### config.mk
export PLATFORM = sky130hd
export DESIGN_NAME = twb_slave_xcvr
export DESIGN_NICKNAME = d
export VERILOG_FILES = /design/src/rtl/twb_pkg.sv /design/src/rtl/twb_bus_sampler.sv /design/src/rtl/twb_bit_counter.sv /design/src/rtl/twb_shifter.sv /design/src/rtl/twb_ctrl.sv /design/src/rtl/twb_slave_xcvr.sv
export SDC_FILE = /design/constraint.sdc
export NUM_CORES = 1
export LEC_CHECK = 0
export BUFFER_PORTS_ARGS = -buffer_cell sky130_fd_sc_hd__buf_2
export CORE_UTILIZATION = 55
export CTS_CLUSTER_SIZE = 30
export DETAILED_ROUTE_END_ITERATION = 16
export PLACE_DENSITY = 0.78
export SKIP_CTS_REPAIR_TIMING = 1
export SYNTH_ARGS = -nofsm -noshare
export SYNTH_HDL_FRONTEND = slang
export SYNTH_SLANG_ARGS = --single-unit
### constraint.sdc
create_clock -name clk -period 4.8 [get_ports clk]
set_input_delay 0.72 -clock clk [delete_from_list [all_inputs] [get_ports clk]]
set_output_delay 0.72 -clock clk [all_outputs]
set_load 0.01 [all_outputs]
### src/rtl/twb_pkg.sv
package twb_pkg;

   typedef enum logic [2:0] {
      ST_IDLE = 3'd0,
      ST_RX   = 3'd1,
      ST_TXLD = 3'd2,
      ST_TX   = 3'd3,
      ST_HOLD = 3'd4
   } twb_state_e;

endpackage

### src/rtl/twb_bus_sampler.sv
module twb_bus_sampler #(
   parameter int SYNC_STAGES = 2
) (
   input  logic clk,
   input  logic rst,
   input  logic scl_i,
   input  logic sda_i,
   output logic scl_o,
   output logic sda_o,
   output logic scl_rise_o,
   output logic scl_fall_o,
   output logic start_o,
   output logic stop_o
);

   logic [SYNC_STAGES-1:0] scl_pipe;
   logic [SYNC_STAGES-1:0] sda_pipe;
   logic                   scl_prev;
   logic                   sda_prev;

   genvar g;
   generate
      for (g = 0; g < SYNC_STAGES; g++) begin : g_stage
         if (g == 0) begin : g_first
            always_ff @(posedge clk) begin
               if (rst) begin
                  scl_pipe[0] <= 1'b1;
                  sda_pipe[0] <= 1'b1;
               end else begin
                  scl_pipe[0] <= scl_i;
                  sda_pipe[0] <= sda_i;
               end
            end
         end else begin : g_next
            always_ff @(posedge clk) begin
               if (rst) begin
                  scl_pipe[g] <= 1'b1;
                  sda_pipe[g] <= 1'b1;
               end else begin
                  scl_pipe[g] <= scl_pipe[g-1];
                  sda_pipe[g] <= sda_pipe[g-1];
               end
            end
         end
      end
   endgenerate

   always_ff @(posedge clk) begin
      if (rst) begin
         scl_prev <= 1'b1;
         sda_prev <= 1'b1;
      end else begin
         scl_prev <= scl_pipe[SYNC_STAGES-1];
         sda_prev <= sda_pipe[SYNC_STAGES-1];
      end
   end

   assign scl_o      = scl_pipe[SYNC_STAGES-1];
   assign sda_o      = sda_pipe[SYNC_STAGES-1];
   assign scl_rise_o = scl_o & ~scl_prev;
   assign scl_fall_o = ~scl_o & scl_prev;
   assign start_o    = scl_o & scl_prev & sda_prev & ~sda_o;
   assign stop_o     = scl_o & scl_prev & ~sda_prev & sda_o;

endmodule

### src/rtl/twb_bit_counter.sv
module twb_bit_counter #(
   parameter int DATA_W = 8,
   localparam int CNT_W = $clog2(DATA_W + 1)
) (
   input  logic             clk,
   input  logic             rst,
   input  logic             clr_i,
   input  logic             inc_i,
   output logic [CNT_W-1:0] cnt_o,
   output logic             full_o,
   output logic             zero_o
);

   localparam logic [CNT_W-1:0] LAST = CNT_W'(DATA_W);

   logic [CNT_W-1:0] cnt_q;

   always_ff @(posedge clk) begin
      if (rst || clr_i) begin
         cnt_q <= '0;
      end else if (inc_i && cnt_q != LAST) begin
         cnt_q <= cnt_q + 1'b1;
      end
   end

   assign cnt_o  = cnt_q;
   assign full_o = (cnt_q == LAST);
   assign zero_o = (cnt_q == '0);

   // the count never goes past one full byte
   a_r3_cnt_bound: assert property (@(posedge clk) disable iff (rst)
      cnt_q <= LAST);

endmodule

### src/rtl/twb_shifter.sv
module twb_shifter #(
   parameter int DATA_W = 8
) (
   input  logic              clk,
   input  logic              rst,
   input  logic              load_i,
   input  logic [DATA_W-1:0] load_data_i,
   input  logic              shift_in_i,
   input  logic              bit_i,
   input  logic              shift_out_i,
   output logic [DATA_W-1:0] data_o,
   output logic              msb_o,
   output logic              lsb_o
);

   logic [DATA_W-1:0] sh_q;

   always_ff @(posedge clk) begin
      if (rst) begin
         sh_q <= '1;
      end else if (load_i) begin
         sh_q <= load_data_i;
      end else if (shift_in_i) begin
         sh_q <= {sh_q[DATA_W-2:0], bit_i};
      end else if (shift_out_i) begin
         sh_q <= {sh_q[DATA_W-2:0], 1'b1};
      end
   end

   assign data_o = sh_q;
   assign msb_o  = sh_q[DATA_W-1];
   assign lsb_o  = sh_q[0];

endmodule

### src/rtl/twb_ctrl.sv
module twb_ctrl
   import twb_pkg::*;
(
   input  logic clk,
   input  logic rst,
   input  logic sda_s_i,
   input  logic rise_i,
   input  logic fall_i,
   input  logic start_i,
   input  logic stop_i,
   input  logic busy_i,
   input  logic cnt_full_i,
   input  logic cnt_zero_i,
   input  logic sh_msb_i,
   input  logic sh_lsb_i,
   output logic cnt_clr_o,
   output logic cnt_inc_o,
   output logic sh_load_o,
   output logic sh_in_o,
   output logic sh_out_o,
   output logic sda_oe_o,
   output logic rx_valid_o,
   output logic rx_first_o,
   output logic rd_req_o
);

   twb_state_e st_q, st_d;
   logic in_ack_q, in_ack_d;
   logic first_q, first_d;
   logic rw_q, rw_d;
   logic mack_q, mack_d;
   logic valid_q, valid_d;
   logic req_q, req_d;

   always_comb begin
      st_d      = st_q;
      in_ack_d  = in_ack_q;
      first_d   = first_q;
      rw_d      = rw_q;
      mack_d    = mack_q;
      valid_d   = 1'b0;
      req_d     = 1'b0;
      cnt_clr_o = 1'b0;
      cnt_inc_o = 1'b0;
      sh_load_o = 1'b0;
      sh_in_o   = 1'b0;
      sh_out_o  = 1'b0;
      if (stop_i) begin
         st_d     = ST_IDLE;
         in_ack_d = 1'b0;
      end else if (start_i) begin
         st_d      = ST_RX;
         in_ack_d  = 1'b0;
         first_d   = 1'b1;
         cnt_clr_o = 1'b1;
      end else begin
         case (st_q)
            ST_RX: begin
               if (rise_i && !cnt_full_i) begin
                  sh_in_o   = 1'b1;
                  cnt_inc_o = 1'b1;
               end else if (fall_i && cnt_full_i) begin
                  if (!in_ack_q) begin
                     if (busy_i) begin
                        st_d = ST_HOLD;
                     end else begin
                        in_ack_d = 1'b1;
                        valid_d  = 1'b1;
                        if (first_q) begin
                           rw_d = sh_lsb_i;
                        end
                     end
                  end else begin
                     in_ack_d  = 1'b0;
                     cnt_clr_o = 1'b1;
                     first_d   = 1'b0;
                     if (first_q && rw_q) begin
                        st_d  = ST_TXLD;
                        req_d = 1'b1;
                     end
                  end
               end
            end
            ST_TXLD: begin
               sh_load_o = 1'b1;
               st_d      = ST_TX;
            end
            ST_TX: begin
               if (rise_i) begin
                  if (in_ack_q) begin
                     mack_d = ~sda_s_i;
                  end else if (!cnt_full_i) begin
                     cnt_inc_o = 1'b1;
                  end
               end else if (fall_i) begin
                  if (in_ack_q) begin
                     in_ack_d  = 1'b0;
                     cnt_clr_o = 1'b1;
                     if (mack_q) begin
                        st_d  = ST_TXLD;
                        req_d = 1'b1;
                     end else begin
                        st_d = ST_HOLD;
                     end
                  end else if (cnt_full_i) begin
                     in_ack_d = 1'b1;
                     mack_d   = 1'b0;
                  end else if (!cnt_zero_i) begin
                     sh_out_o = 1'b1;
                  end
               end
            end
            default: begin
            end
         endcase
      end
   end

   always_ff @(posedge clk) begin
      if (rst) begin
         st_q     <= ST_IDLE;
         in_ack_q <= 1'b0;
         first_q  <= 1'b0;
         rw_q     <= 1'b0;
         mack_q   <= 1'b0;
         valid_q  <= 1'b0;
         req_q    <= 1'b0;
      end else begin
         st_q     <= st_d;
         in_ack_q <= in_ack_d;
         first_q  <= first_d;
         rw_q     <= rw_d;
         mack_q   <= mack_d;
         valid_q  <= valid_d;
         req_q    <= req_d;
      end
   end

   assign sda_oe_o   = ((st_q == ST_RX) && in_ack_q) ||
                       ((st_q == ST_TX) && !in_ack_q && !sh_msb_i);
   assign rx_valid_o = valid_q;
   assign rx_first_o = first_q;
   assign rd_req_o   = req_q;

   // a received byte is announced for one cycle only
   a_r3_strobe_single: assert property (@(posedge clk) disable iff (rst)
      valid_q |=> !valid_q);

   // an acknowledge is never started while the timer reports busy
   a_r6_busy_silent: assert property (@(posedge clk) disable iff (rst)
      ($rose(sda_oe_o) && st_q == ST_RX) |-> !$past(busy_i));

   // each read request lasts a single cycle
   a_r7_req_pulse: assert property (@(posedge clk) disable iff (rst)
      req_q |=> !req_q);

   // Stop always leaves the line released
   a_r2_stop_release: assert property (@(posedge clk) disable iff (rst)
      stop_i |=> !sda_oe_o);

endmodule

### src/rtl/twb_slave_xcvr.sv
module twb_slave_xcvr #(
   parameter int DATA_W      = 8,
   parameter int SYNC_STAGES = 2
) (
   input  logic              clk,
   input  logic              rst,
   input  logic              scl_i,
   input  logic              sda_i,
   input  logic              busy_i,
   input  logic [DATA_W-1:0] rd_data_i,
   output logic              sda_oe_o,
   output logic              rx_valid_o,
   output logic [DATA_W-1:0] rx_data_o,
   output logic              rx_first_o,
   output logic              rd_req_o
);

   localparam int CNT_W = $clog2(DATA_W + 1);

   generate
      if (DATA_W < 2) begin : g_bad_width
         $error("twb_slave_xcvr: DATA_W must be at least 2");
      end
      if (SYNC_STAGES < 2) begin : g_bad_sync
         $error("twb_slave_xcvr: SYNC_STAGES must be at least 2");
      end
   endgenerate

   logic             scl_s, sda_s;
   logic             scl_rise, scl_fall, start_ev, stop_ev;
   logic             cnt_clr, cnt_inc, cnt_full, cnt_zero;
   logic [CNT_W-1:0] cnt_val;
   logic             sh_load, sh_in, sh_out, sh_msb, sh_lsb;
   logic [DATA_W-1:0] sh_data;

   twb_bus_sampler #(.SYNC_STAGES(SYNC_STAGES)) u_sampler (
      .clk        (clk),
      .rst        (rst),
      .scl_i      (scl_i),
      .sda_i      (sda_i),
      .scl_o      (scl_s),
      .sda_o      (sda_s),
      .scl_rise_o (scl_rise),
      .scl_fall_o (scl_fall),
      .start_o    (start_ev),
      .stop_o     (stop_ev)
   );

   twb_bit_counter #(.DATA_W(DATA_W)) u_count (
      .clk    (clk),
      .rst    (rst),
      .clr_i  (cnt_clr),
      .inc_i  (cnt_inc),
      .cnt_o  (cnt_val),
      .full_o (cnt_full),
      .zero_o (cnt_zero)
   );

   twb_shifter #(.DATA_W(DATA_W)) u_shift (
      .clk         (clk),
      .rst         (rst),
      .load_i      (sh_load),
      .load_data_i (rd_data_i),
      .shift_in_i  (sh_in),
      .bit_i       (sda_s),
      .shift_out_i (sh_out),
      .data_o      (sh_data),
      .msb_o       (sh_msb),
      .lsb_o       (sh_lsb)
   );

   twb_ctrl u_ctrl (
      .clk        (clk),
      .rst        (rst),
      .sda_s_i    (sda_s),
      .rise_i     (scl_rise),
      .fall_i     (scl_fall),
      .start_i    (start_ev),
      .stop_i     (stop_ev),
      .busy_i     (busy_i),
      .cnt_full_i (cnt_full),
      .cnt_zero_i (cnt_zero),
      .sh_msb_i   (sh_msb),
      .sh_lsb_i   (sh_lsb),
      .cnt_clr_o  (cnt_clr),
      .cnt_inc_o  (cnt_inc),
      .sh_load_o  (sh_load),
      .sh_in_o    (sh_in),
      .sh_out_o   (sh_out),
      .sda_oe_o   (sda_oe_o),
      .rx_valid_o (rx_valid_o),
      .rx_first_o (rx_first_o),
      .rd_req_o   (rd_req_o)
   );

   assign rx_data_o = sh_data;

   // apart from Start/Stop, the drive only moves while SCL is low
   a_r4_drive_scl_low: assert property (@(posedge clk) disable iff (rst)
      (!$stable(sda_oe_o) && !$past(start_ev || stop_ev)) |-> !$past(scl_s));

   // the bit count is only advanced by an SCL rise
   a_r3_count_on_rise: assert property (@(posedge clk) disable iff (rst)
      (cnt_val != $past(cnt_val) && cnt_val != '0) |-> $past(scl_rise));

endmodule

==> reports/qor_table.md, run 1 <==
| Result | This run | Unit |
|:---|:---|:---|
| Max reg flops | 8 | - |
| Switching part of the total power | 25.5 | % |
| Worst hold path cell count | 1 | - |
| Detail Placement HPWL | 2420 | um |
| Clock Sink Count | 27 | - |
| Leading cell type in the layout, fill and taps excluded | dfxtp_1 | - |
| Number of warning messages in the yosys log | 0 | - |
| Arrival time of data at the critical path endpoint | 1.49 | ns |
| Die X-Extent | 55.9 | um |
| Setup violation total in the final timing report | 0 | - |
| Effective utilization at floorplan | 57.9 | % |
| Clock transition at the register clock pins on the worst setup and hold paths after CTS | 0.15 | ns |
| Synth Instances | 179 | - |
| WS Path Type | flop to output port | - |
| Run status | finished, final reports clean | - |
| Maximum fanout along the worst path | 14 | - |
| Clock insertion delay at the later pin of the skew report | 0.33 | ns |
| Clock network fraction of design power | 27.8 | % |
| Worst Hold End | u_sampler.scl_o | - |
| Cts bufs inserted | 3 | - |
| Share of synthesized registers carrying an async set or reset | 0 | % |
| Internal | 0.000270 | W |
| Proportion of power drawn by flip-flops and latches | 63.8 | % |
| Crit path capture type | output port | - |
| Kind of start point of the critical path | flop | - |
| Per-cell routed wire length | 14.3 | um |
| Switching power total | 0.0000925 | W |
| H-tree depth | 1 | - |
| Top cell type by total area after synthesis | dfxtp_1 | - |
| Setup repair after global routing missed its margin | false | - |
| Residual overflow from global routing | 0 | - |
| Core Region | 2760 | sq um |
| Nets in the synthesized netlist | 197 | - |
| Root Driver | clkbuf_4 | - |
| Share of the clock period used by the worst path after layout | 46.1 | % |
| Number of pins with negative max-slew slack in the final report | 0 | - |
| Highest ir drop seen on vdd | 147 | uV |
| Number of antenna-violating nets in the routed design | 0 | - |
| Post-route minimum period | 2.21 | ns |
| Seq/Total Area, Yosys | 33.8 | % |
| Clock tree from TritonCTS | built | - |
| Net count of the finished layout | 216 | - |
| Number of vias per cell after detailed routing | 5.96 | - |
| Die Y | 55.9 | um |
| Power per standard cell area | 211 | nW/um^2 |
| Number of storage elements in the synthesis netlist | 27 | - |
| R2r setup slk | 2.92 | ns |
| 1st-pass router iterations | 4 | - |
| Total via count in the routed design | 1359 | - |
| Worst Min Path Start | u_sampler.scl_pipe[0] | - |
| Fraction of post-synthesis cell area in the top cell type by area | 33.8 | % |
| Final count of hold timing violations | 0 | - |
| Post-synth EDFFs | 0 | - |
| Antenna cells | 0 | - |
| Netlist area before placement | 1600 | sq um |
| Placed Area | 1690 | sq um |
| Peak clock frequency supported by timing | 451 | MHz |
| Total DRC errors in the routed layout | 0 | - |
| Most used DFF post-synth | dfxtp_1 | - |
| Post-route design area | 1720 | sq um |
| Synth unique cells | 47 | - |
| Mapped Avg Cell Area | 8.93 | sq um |
| Routability cong. | 0.847 | - |
| First DRT Iteration DRCs | 46 | - |
| Reg2reg path depth | 4 | - |
| Final routed wirelength across all metal layers | 3260 | um |
| Most frequent cells in the layout | dfxtp_1 (27), buf_2 (24), nand2_1 (19) | - |
| Number of global-route vias before repair | 1270 | - |
| Worst rel slew slack | 62.4 | % |
| Number of antenna violations at the first check in global routing | 0 | - |
| Max-capacitance violation count | 0 | - |
| Combinational cell fraction of total power | 8.4 | % |
| Std-Cell Rows | 19 | - |
| Number of buffers inserted by port buffering | 24 | - |
| Data required time of the worst path | 4.08 | ns |
| Final-layout setup total negative slack | 0 | ns |
| Global-route wire length before repair | 5460 | um |
| Clock Skews | 0.00415 | ns |
| Total GRT Usage | 22.0 | % |
| Worst r2r src | u_ctrl.st_q[1] | - |
| End of the worst register-to-register path | u_shift.data_o[4] | - |
| DIE AREA | 3120 | sq um |
| Layout-stage area growth over the synthesis result | 7.67 | % |
| Number of I/O pins | 25 | - |
| Standby leakage power | 0.725 | nW |
| Synth top area cells | dfxtp_1 (34%), mux2i_1 (7.5%), nand2_1 (4.5%) | - |
| CTS Buffer Depth | 2 | - |
| Largest net degree at the start of global routing | 24 | - |
| Pin slew with the least headroom to its limit | 0.564 | ns |
| Worst Hold Class | flop to flop | - |
| Layout cells sized above 1 | 20.8 | % |
[metrics by stage]
step	worst slack, ns	utilization [%]	hold slack [ns]	total power (W)	std cells
5_1_grt	2.47	62.4	0.443	0.000377	228
2_1_floorplan	3.03	-	0.389	0.000256	179
3_5_place_dp	2.95	61.4	0.400	0.000267	224
4_1_cts	2.62	62.4	0.432	0.000364	228
3_3_place_gp	3.01	61.4	0.392	0.000265	224
6_report	2.59	62.4	0.431	0.000363	228
[synthesized netlist by cell type, drive strengths merged (5+ instances only)]
| cell | count |
|---|---|
| nand2 | 19 |
| ha | 5 |
| a21oi | 8 |
| a221oi | 8 |
| nor2 | 11 |
| dfxtp | 27 |
| o21ai | 5 |
| nand3 | 5 |
| buf | 6 |
| mux2i | 12 |
| and2 | 10 |
| inv | 12 |
[worst max-delay path: stages (launching register included)]
cell and delay, ns:
dfxtp_1 0.71, mux2i_1 0.14, nor3_1 0.15, buf_2 0.16
[worst max path at each step]
| stage | startpoint | slack [ns] | end |
|---|---|---|---|
| after floorplan | u_ctrl.in_ack_q | 3.03 | sda_oe_o |
| after global placement | u_count.cnt_o[0] | 3.01 | u_shift.data_o[1] |
| after detailed placement | u_ctrl.st_q[1] | 2.95 | u_shift.data_o[4] |
| after CTS | u_ctrl.in_ack_q | 2.62 | sda_oe_o |
| after global routing | u_ctrl.in_ack_q | 2.47 | sda_oe_o |
| final | u_ctrl.in_ack_q | 2.59 | sda_oe_o |
[power groups by stage]
| stage | sequential, W | clock, W | combinational [W] |
|---|---|---|---|
| 2_1_floorplan | 0.000234 | 0 | 0.0000221 |
| 3_3_place_gp | 0.000236 | 0 | 0.0000294 |
| 3_5_place_dp | 0.000236 | 0 | 0.0000302 |
| 4_1_cts | 0.000231 | 0.000102 | 0.0000302 |
| 5_1_grt | 0.000232 | 0.000111 | 0.0000334 |
| 6_report | 0.000232 | 0.000101 | 0.0000304 |
[kinds of logic after synthesis]
group           Yosys count  share of synthesized area, %
mux                      13                          8.22
buf+inv                  22                          6.81
flops                    27                          33.8
simple gates             73                          26.5
fa+ha+maj                 5                          3.92
compound gates           37                          19.2
xor+xnor                  2                          1.57
[cell type report]
type / instances / area, sq um
clock inverter: 1 / 5.00
timing repair buffer: 24 / 120
multi-input combinational: 130 / 948
tap: 31 / 38.8
inverter: 12 / 45.0
fill: 247 / 1040
clock buffer: 3 / 22.5
sequential: 27 / 541
[routing by layer]
metal / track usage (%) / wire length [um]
met4: 11.5 / 63
met5: 0 / 0
met2: 37.2 / 1580
met3: 2.33 / 128
met1: 27.7 / 1480
(Power assumes the default switching activity.)
==> run 2, diff against run 1 <==
--- a/config.mk
+++ b/config.mk
@@ -6,10 +6,10 @@
 export NUM_CORES = 1
 export LEC_CHECK = 0
 export BUFFER_PORTS_ARGS = -buffer_cell sky130_fd_sc_hd__buf_2
-export CORE_UTILIZATION = 55
+export CORE_UTILIZATION = 50
 export CTS_CLUSTER_SIZE = 30
 export DETAILED_ROUTE_END_ITERATION = 16
-export PLACE_DENSITY = 0.78
+export PLACE_DENSITY = 0.75
 export SKIP_CTS_REPAIR_TIMING = 1
 export SYNTH_ARGS = -nofsm -noshare
 export SYNTH_HDL_FRONTEND = slang
==> constraint.sdc (replaced) <==
create_clock -name clk -period 2 [get_ports clk]
set_input_delay 0.3 -clock clk [delete_from_list [all_inputs] [get_ports clk]]
set_output_delay 0.3 -clock clk [all_outputs]
set_load 0.01 [all_outputs]
==> run 2 against run 1 <==
  * Non-clock buffer count grew 4
  * Global-route usage is 0.70 points lower
  * Flip-flop and latch count unchanged
  * Routed wire length is 1.4% higher
  * Via count is 1.5% higher
  * Critical path depth is 3 higher
  * Count of clock-buffer cells in the layout grew 1
  * Register-to-register slack lost 2.8 ns
==> reports/qor_table.md, run 2 (synthesis results as in run 1) <==
| Result | This run | Unit |
|:---|:---|:---|
| Run status | finished, final reports clean | - |
| Worst rel slew slack | 64.5 | % |
| Standby leakage power | 0.742 | nW |
| Slowest Stage Delay on Critical Path | 0.52 | ns |
| Non-filler cells in the finished layout | 245 | - |
| Worst Hold Class | primary input to flop | - |
| Clock Skews | 0.00249 | ns |
| Internal | 0.000653 | W |
| Number of pins with negative max-slew slack in the final report | 0 | - |
| Peak clock frequency supported by timing | 545 | MHz |
| Core Region | 3050 | sq um |
| Number of placed instances with taps included | 241 | - |
| Setup repair after global routing missed its margin | false | - |
| Global-route wire length before repair | 5540 | um |
| Final routed wirelength across all metal layers | 3300 | um |
| Number of vias per cell after detailed routing | 5.63 | - |
| Share of the clock period used by the worst path after layout | 91.8 | % |
| Max reg flops | 8 | - |
| Largest delay contributor family on the critical path | simple AND/OR/NAND/NOR gates | - |
| Number of I/O pins | 25 | - |
| Layout cells sized above 1 | 21.9 | % |
| Switching part of the total power | 24.7 | % |
| Cts bufs inserted | 3 | - |
| Number of antenna violations at the first check in global routing | 0 | - |
| Final count of hold timing violations | 0 | - |
| Die X-Extent | 58.5 | um |
| Pin slew with the least headroom to its limit | 0.533 | ns |
| Setup violation total in the final timing report | 0 | - |
| DIE AREA | 3430 | sq um |
| Kind of start point of the critical path | flop | - |
| Most frequent cells in the layout | dfxtp_1 (27), buf_2 (24), nand2_1 (19) | - |
| Final hold slack | 0.145 | ns |
| 1st-pass router iterations | 4 | - |
| Clock Sink Count | 27 | - |
| Clock transition at the register clock pins on the worst setup and hold paths after CTS | 0.14 | ns |
| Routability cong. | 0.846 | - |
| Final-layout setup total negative slack | 0 | ns |
| Antenna cells | 0 | - |
| Total GRT Usage | 21.3 | % |
| Clock insertion delay at the later pin of the skew report | 0.32 | ns |
| Max-capacitance violation count | 0 | - |
| Worst Path Buf+Inv | 1 | - |
| H-tree depth | 1 | - |
| Detail Placement HPWL | 2520 | um |
| Residual overflow from global routing | 0 | - |
| Effective utilization at floorplan | 52.3 | % |
| Crit path capture type | flop | - |
| Number of global-route vias before repair | 1296 | - |
| Slowest cell on the critical path | or4_1 | - |
| Largest net degree at the start of global routing | 24 | - |
| Layout-stage area growth over the synthesis result | 10.5 | % |
| Highest ir drop seen on vdd | 342 | uV |
| Combinational cell fraction of total power | 8.6 | % |
| Data required time of the worst path | 2.27 | ns |
| Die Y | 58.5 | um |
| Proportion of power drawn by flip-flops and latches | 64.1 | % |
| Leading cell type in the layout, fill and taps excluded | dfxtp_1 | - |
| Switching power total | 0.000214 | W |
| Net count of the finished layout | 220 | - |
| Clock network fraction of design power | 27.3 | % |
| Number of buffers inserted by port buffering | 24 | - |
| Std-Cell Rows | 20 | - |
| WS Path Type | flop to flop | - |
| Arrival time of data at the critical path endpoint | 2.10 | ns |
| Total DRC errors in the routed layout | 0 | - |
| Total via count in the routed design | 1380 | - |
| CTS Buffer Depth | 2 | - |
| Root Driver | clkbuf_4 | - |
| Count of filler cells inserted in the layout | 287 | - |
| Number of antenna-violating nets in the routed design | 0 | - |
| Power per standard cell area | 491 | nW/um^2 |
| Per-cell routed wire length | 13.5 | um |
| First DRT Iteration DRCs | 113 | - |
| Post-route minimum period | 1.84 | ns |
| Clock tree from TritonCTS | built | - |
| Worst path cell trace | inv_1, ha_1, nand3b_4, o211ai_1, or4_1, a21oi_1 | - |
| Maximum fanout along the worst path | 8 | - |
run 2: changes by cell type in the layout (fill, tap and decap cells not counted):
cell      change
clkinv_2      -1
clkbuf_1      +1
buf_4         +4
run 2: path summary, 6_finish.rpt:
kind,from,endpoint,slack (ns),cells past startpoint
hold / removal,sda_i,u_sampler.sda_pipe[0],0.15,2
setup / recovery,u_count.cnt_o[0],u_count.cnt_o[3],0.16,6
setup reg to reg,u_count.cnt_o[0],u_count.cnt_o[3],0.16,6
hold reg to reg,u_sampler.sda_pipe[0],u_sampler.sda_o,0.42,1
run 2: through the flow:
step | util [%] | instance area, sq um | setup WS (ns) | power (W)
after global placement | 57.0 | 1740 | 0.275 | 0.000638
final | 57.8 | 1770 | 0.164 | 0.000866
after CTS | 57.8 | 1770 | 0.156 | 0.000880
after global routing | 57.8 | 1770 | 0.0337 | 0.000911
after detailed placement | 57.0 | 1740 | 0.184 | 0.000641
after floorplan | - | 1600 | 0.373 | 0.000615
run 2: layout make-up:
type	instances	area (sq um)	share of cell area, %
repair buffers	28	150	8.50
well taps	44	55.1	3.12
inverters	12	45.0	2.55
flip-flops and latches	27	541	30.6
clock buffers	4	26.3	1.49
multi-input cells	130	948	53.7
run 2: per-layer routing:
layer | vias up | wire (um) | GRT usage [%]
met2 | 32 | 1600 | 35.8
met5 | - | 0 | 0
li1 | 676 | - | -
met1 | 663 | 1510 | 26.7
met3 | 9 | 118 | 3.74
met4 | 0 | 69 | 9.52
run 2: worst register-to-register path: cells and delay by family (launching register included):
kind,cells,cell delay [ns]
simple gates,2,0.65
flops,1,0.42
buf+inv,1,0.07
compound gates,2,0.36
fa+ha+maj,1,0.28
run 2: power groups by stage:
stage / registers (W) / logic (W) / clock network (W)
2_1_floorplan: 0.000562 / 0.0000531 / 0
3_3_place_gp: 0.000566 / 0.0000714 / 0
3_5_place_dp: 0.000567 / 0.0000740 / 0
4_1_cts: 0.000555 / 0.0000741 / 0.000250
5_1_grt: 0.000557 / 0.0000823 / 0.000272
6_report: 0.000555 / 0.0000745 / 0.000237
